### src/rtl/addr_break_ctrl.sv
module addr_break_ctrl #(
  parameter int RW = 8,
  parameter int OW = 8,
  parameter logic [OW-1:0] OFS_HI  = 8'h0C,
  parameter logic [OW-1:0] OFS_LO  = 8'h0D,
  parameter logic [OW-1:0] OFS_CTL = 8'h0E,
  parameter logic [2*RW-1:0] VEC_NORM = 16'hFFFC,
  parameter logic [2*RW-1:0] VEC_MON  = 16'hFEFC
) (
  input  logic           clk,
  input  logic           rst_n,
  input  logic [2*RW-1:0] addr,
  input  logic           last_cycle,
  input  logic           monitor_mode,
  input  logic           clr_en,
  input  logic           break_ack,
  output logic           break_req,
  output logic [2*RW-1:0] vector_addr,
  input  logic [OW-1:0]  reg_addr,
  input  logic [RW-1:0]  reg_wdata,
  input  logic           reg_wr,
  input  logic           reg_rd,
  output logic [RW-1:0]  reg_rdata
);
  localparam int EN_BIT  = RW - 1;
  localparam int ACT_BIT = RW - 2;

  logic [RW-1:0] brk_hi, brk_lo;
  logic en, act, pend, req;
  logic match, busy, clr_act, trig;
  logic sel_hi, sel_lo, sel_ctl;
  logic [RW-1:0] rd_val;
  logic unused_bits;

  assign sel_hi  = reg_addr == OFS_HI;
  assign sel_lo  = reg_addr == OFS_LO;
  assign sel_ctl = reg_addr == OFS_CTL;

  assign match   = en && (addr == {brk_hi, brk_lo});
  assign busy    = req || pend;
  assign clr_act = reg_wr && sel_ctl && !reg_wdata[ACT_BIT] && (clr_en || !busy);
  assign trig    = (match && !req) || pend;

  assign unused_bits = ^reg_wdata[RW-3:0];

  always_ff @(posedge clk or negedge rst_n) begin
    if (!rst_n) begin
      brk_hi <= '0;
      brk_lo <= '0;
      en     <= 1'b0;
      act    <= 1'b0;
      pend   <= 1'b0;
      req    <= 1'b0;
    end else begin
      if (reg_wr && sel_hi)  brk_hi <= reg_wdata;
      if (reg_wr && sel_lo)  brk_lo <= reg_wdata;
      if (reg_wr && sel_ctl) en     <= reg_wdata[EN_BIT];

      if (match)        act <= 1'b1;
      else if (clr_act) act <= 1'b0;

      if (req) begin
        if (break_ack) req <= 1'b0;
      end else if (trig && last_cycle) begin
        req  <= 1'b1;
        pend <= 1'b0;
      end else if (trig) begin
        pend <= 1'b1;
      end
    end
  end

  always_comb begin
    rd_val = '0;
    if (sel_hi)       rd_val = brk_hi;
    else if (sel_lo)  rd_val = brk_lo;
    else if (sel_ctl) rd_val = {en, act, {(RW-2){1'b0}}};
  end

  assign reg_rdata   = reg_rd ? rd_val : '0;
  assign break_req   = req;
  assign vector_addr = monitor_mode ? VEC_MON : VEC_NORM;
endmodule

### config.mk
export PLATFORM = sky130hd
export DESIGN_NAME = addr_break_ctrl
export DESIGN_NICKNAME = d
export VERILOG_FILES = /design/src/rtl/addr_break_ctrl.sv
export SDC_FILE = /design/constraint.sdc
export NUM_CORES = 1
export LEC_CHECK = 0
export CORE_ASPECT_RATIO = 0.75
export CORE_UTILIZATION = 43
export CTS_CLUSTER_DIAMETER = 30
export DETAILED_ROUTE_END_ITERATION = 12
export GPL_TIMING_DRIVEN = 0
export PLACE_DENSITY = 0.85
export SETUP_SLACK_MARGIN = 0.3
export SLEW_MARGIN = 0
export SYNTH_ARGS = -nofsm -noshare
export SYNTH_HDL_FRONTEND = slang
export SYNTH_SLANG_ARGS = --single-unit
### constraint.sdc
create_clock -name clk -period 3.8 [get_ports clk]
set_clock_uncertainty 0.2 [all_clocks]
set_input_delay 0.38 -clock clk [delete_from_list [all_inputs] [get_ports clk]]
set_output_delay 0.38 -clock clk [all_outputs]
set_load 0.1 [all_outputs]
# ---- Word-level counts from Yosys, hierarchy flattened
# Cells that the tools add are included.
dict set report classes {
  muxes 12
  n_reduce_logical 17
  eq_ne 4
  bitwise 1
}
# op n
set ops {}
lappend ops {{$mux 8} 4}
lappend ops {{$eq 8x4->1 const B} 3}
lappend ops {{$eq 16x16->1} 1}
lappend ops {{$mux 9} 1}
lappend ops {{$logic_and 1x1->1} 8}
lappend ops {{$mux 1} 7}
lappend ops {{$reduce_bool 2->1} 2}
lappend ops {{$logic_not 1->1} 3}
lappend ops {{$logic_or 1x1->1} 3}
lappend ops {{$reduce_and 2->1} 1}
lappend ops {{$not 1->1} 1}
dict set report totals {
  elab_cells 40
  input_bits 40
  register_bits 20
  output_inout_bits 25
}

# ---- Depth between registers and ports, before layout
dict set report logic_depth {
  word_depth 7
  mapped_depth 5
}

# ---- Least setup slack after synthesis
# Ideal clock, no wire load.
dict set report synth_path {
  path_type {input to output}
  from {in reg_addr[6]}
  to {out reg_rdata[0]}
  arrival_ps 2494
  path_slack_ps 726
  stages 5
  required_ps 3220
  cell_sequence {and4bb_2 > nand3_1 > or2_2 > clkbuf_1 > nor2_1}
}
dict set report synth_via {
  elab_chain_cells 4
  elab_cells_between_ends 5
}
# item line
set synth_rtl {}
lappend synth_rtl {{start, declared} 19} ;# input logic [OW-1:0] reg_addr,
lappend synth_rtl {{$eq 8x4->1} 36} ;# assign sel_lo = reg_addr == OFS_LO;
lappend synth_rtl {{$mux 8} 76} ;# else if (sel_lo) rd_val = brk_lo;
lappend synth_rtl {{$mux 8 (*)} 75} ;# if (sel_hi) rd_val = brk_hi;
lappend synth_rtl {{$mux 8 (*)} 80} ;# assign reg_rdata = reg_rd ? rd_val : '0;
lappend synth_rtl {{end, declared} 23} ;# output logic [RW-1:0] reg_rdata
# Mark *: on every way between the ends. The rest lies on a longest branch, timed or not.

# ---- Worst setup path after layout
dict set report layout_path {
  from {in reg_addr[6]}
  to {out reg_rdata[1]}
}
# The elaborated chain is that of the path after synthesis.

==> reports/metrics.csv <==
metric,value,unit
antenna_found_initial,0,
final_util,70.2,%
via_count,1035,
grt.total_usage,20.3,%
p_per_area,277,nW/um^2
rrSetupSlack,1980,ps
rr_worst_depth,4,
cts_root_buffer,clkbuf_8,
path_class,in2out,
postCtsSetupRepairBufs,0,
detailed_place_hpwl,2400,microns
r2r-start,brk_lo[1]$_DFFE_PN0P_,
synth_fa_ha_area_share,0,%
synth-warning-count,0,
tightestPinTransition,991,ps
drive_above_1_share,22.2,%
numCtsBuffers,3,
synth_top_family_by_area,multiplexers,
drv_slew,0,
die_h,49.5,microns
synth_ff_type,dfrtp_1,
yosys.area_share.xor_xnor,10.8,%
synthCells,120,
synth_edf_count,0,
dr.first_iter.drc_count,29,
grt_pass1_vias,1062,
hold_path.class,reg2reg,
die_x,65.3,microns
tritoncts,yes,
ys_ff_latch,20,
synth_compound_area_share,3.48,%
whs,312,ps
reg2reg_to,pend$_DFFE_PN0P_,
power.total,0.529,mW
cp-startpoint,reg_addr[6],
required,3220,ps
wl_per_cell,13.6,microns
synth_mux_area_share,23.3,%
nNetsFinal,227,
p_int,0.360,mW
via_per_inst,4.68,
grt_overflow,0,
drc,0,
drv_cap,0,
avgSynthCellArea,10.8,sq um
core,2720,sq um
fin_area,1910,sq um
finalHoldViolations,0,
final_cells,221,
cp-endpoint,reg_rdata[1],
syn_to_final_growth,47.8,%
switching_share,31.9,%
crit_arrival,2730,ps
min_period,3310,ps
drt_wl_total,3000,microns
maxClockFrequency,302,MHz
period_share,87.1,%
placed_area,1880,sq um
clk_path_buf_depth,2,
ios,65,
std_cell_rows,16,
clk_latency,250,ps
syn_area,1290,sq um
grt_pass1_wl,4910,microns
setup_viol,0,
initial_utilization,47.5,%
combPwrFrac,31.8,%
crit_fanout,6,
post-place-ws,193,ps
cts.clk_slew.worst_paths,60,ps
endpoint_kind,output port,
portBuffers,49,
power_frac_seq,43.5,%
ir_worst_vdd,0.195,mV
yosys.area_share.simple,12.3,%
dieArea,3230,sq um
cts_max_level,1,
power_leakage,0.945,nW
async_reset_ff_share,100,%
n_antenna_cell,0,
start_kind,input port,
cts_hold_buf,0,
rsz0062_at_grt,no,
p_clk_share,24.7,%
place_congestion,0.787,
cts.sinks,20,
status,"complete, no violations",
first_pass_iters,4,
placedCellCount,218,
fin_ws,489,ps
yosysSeqAreaShare,38.7,%
grt_max_degree,21,
slew_headroom,33.7,%
post_cts_resized,6,
switching_power,0.169,mW
fin_setup_tns,0,ps
final_antenna_net_count,0,
synth_cell_types,29,
[flip-flops by register name, indices dropped and copies added, names as in the netlist]
register	cells
en	1
break_req	1
pend	1
act	1
brk_hi	8
brk_lo	8
[layout by cell type, fill, tap and decap left out, types with 2 or more instances in the layout]
cell,Yosys,routed
a21oi_1,2,2
buf_4,15,15
clkbuf_8,0,3
clkdlybuf4s50_1,0,43
conb_1,2,15
dfrtp_1,20,20
dlygate4sd2_1,0,6
inv_1,2,2
mux2_2,9,9
mux2_4,8,8
mux2i_1,8,8
nand2_1,2,2
nand3_1,3,3
nor2_1,14,14
nor4_1,3,3
o31ai_1,2,2
xor2_1,15,15
[worst min-delay path by stage]
stage | start | endpoint | slack, ps | depth (start not counted)
final | act$_DFFE_PN0P_ | act$_DFFE_PN0P_ | 310 | 2
after global routing | act$_DFFE_PN0P_ | act$_DFFE_PN0P_ | 340 | 2
after CTS | act$_DFFE_PN0P_ | act$_DFFE_PN0P_ | 310 | 2
after detailed placement | act$_DFFE_PN0P_ | act$_DFFE_PN0P_ | 290 | 2
after global placement | pend$_DFFE_PN0P_ | pend$_DFFE_PN0P_ | 280 | 2
after floorplan | rst_n | act$_DFFE_PN0P_ | -120 | 0
[power groups by stage]
stage               sequential (mW)  combinational (mW)  clock, mW
floorplan                     0.232               0.112          0
global placement              0.233               0.165          0
detailed placement            0.234               0.167          0
CTS                           0.230               0.168      0.134
global route                  0.231               0.177      0.148
finish                        0.230               0.168      0.131
[synthesized netlist by cell type, types with 2 or more instances]
master / count / area [sq um]
a21oi_1: 2 / 10.0
buf_4: 15 / 113
conb_1: 2 / 7.51
dfrtp_1: 20 / 500
inv_1: 2 / 7.51
mux2_2: 9 / 101
mux2_4: 8 / 120
mux2i_1: 8 / 80.1
nand2_1: 2 / 7.51
nand3_1: 3 / 15.0
nor2_1: 14 / 52.6
nor4_1: 3 / 18.8
o31ai_1: 2 / 15.0
xor2_1: 15 / 131
[final cells by class]
cell class	instances	area [sq um]
Clock buffer	3	41.3
Sequential cell	20	500
Timing Repair Buffer	49	483
Tap cell	36	45.0
Inverter	2	7.51
Buffer	18	133
Fill cell	211	811
Multi-Input combinational cell	93	702
[metal layers]
layer | GRT usage, % | vias to the layer above | part of all wire [%]
met2 | 31.4 | 58 | 46
met3 | 4.86 | 6 | 8.8
met4 | 9.06 | 0 | 2.3
met5 | 0 | - | 0
met1 | 26.8 | 459 | 43
li1 | - | 512 | -
[critical path: stages]
cell and delay (ps):
clkdlybuf4s50_1 400, and4bb_2 330, nand3_1 120, or2_2 290, clkbuf_1 190, nor2_1 150
dlygate4sd2_1 860
[cells by family (layout without fill, tap and decap cells)]
group                     after synthesis  after routing
AOI/OAI and AO/OA                       7              7
xor gates and xnor gates               16             16
buffers and inverters                  20             72
DFF                                    20             20
muxes                                  25             25
other                                   2             15
and+or+nand+nor                        30             30
(Power assumes the default switching activity.)
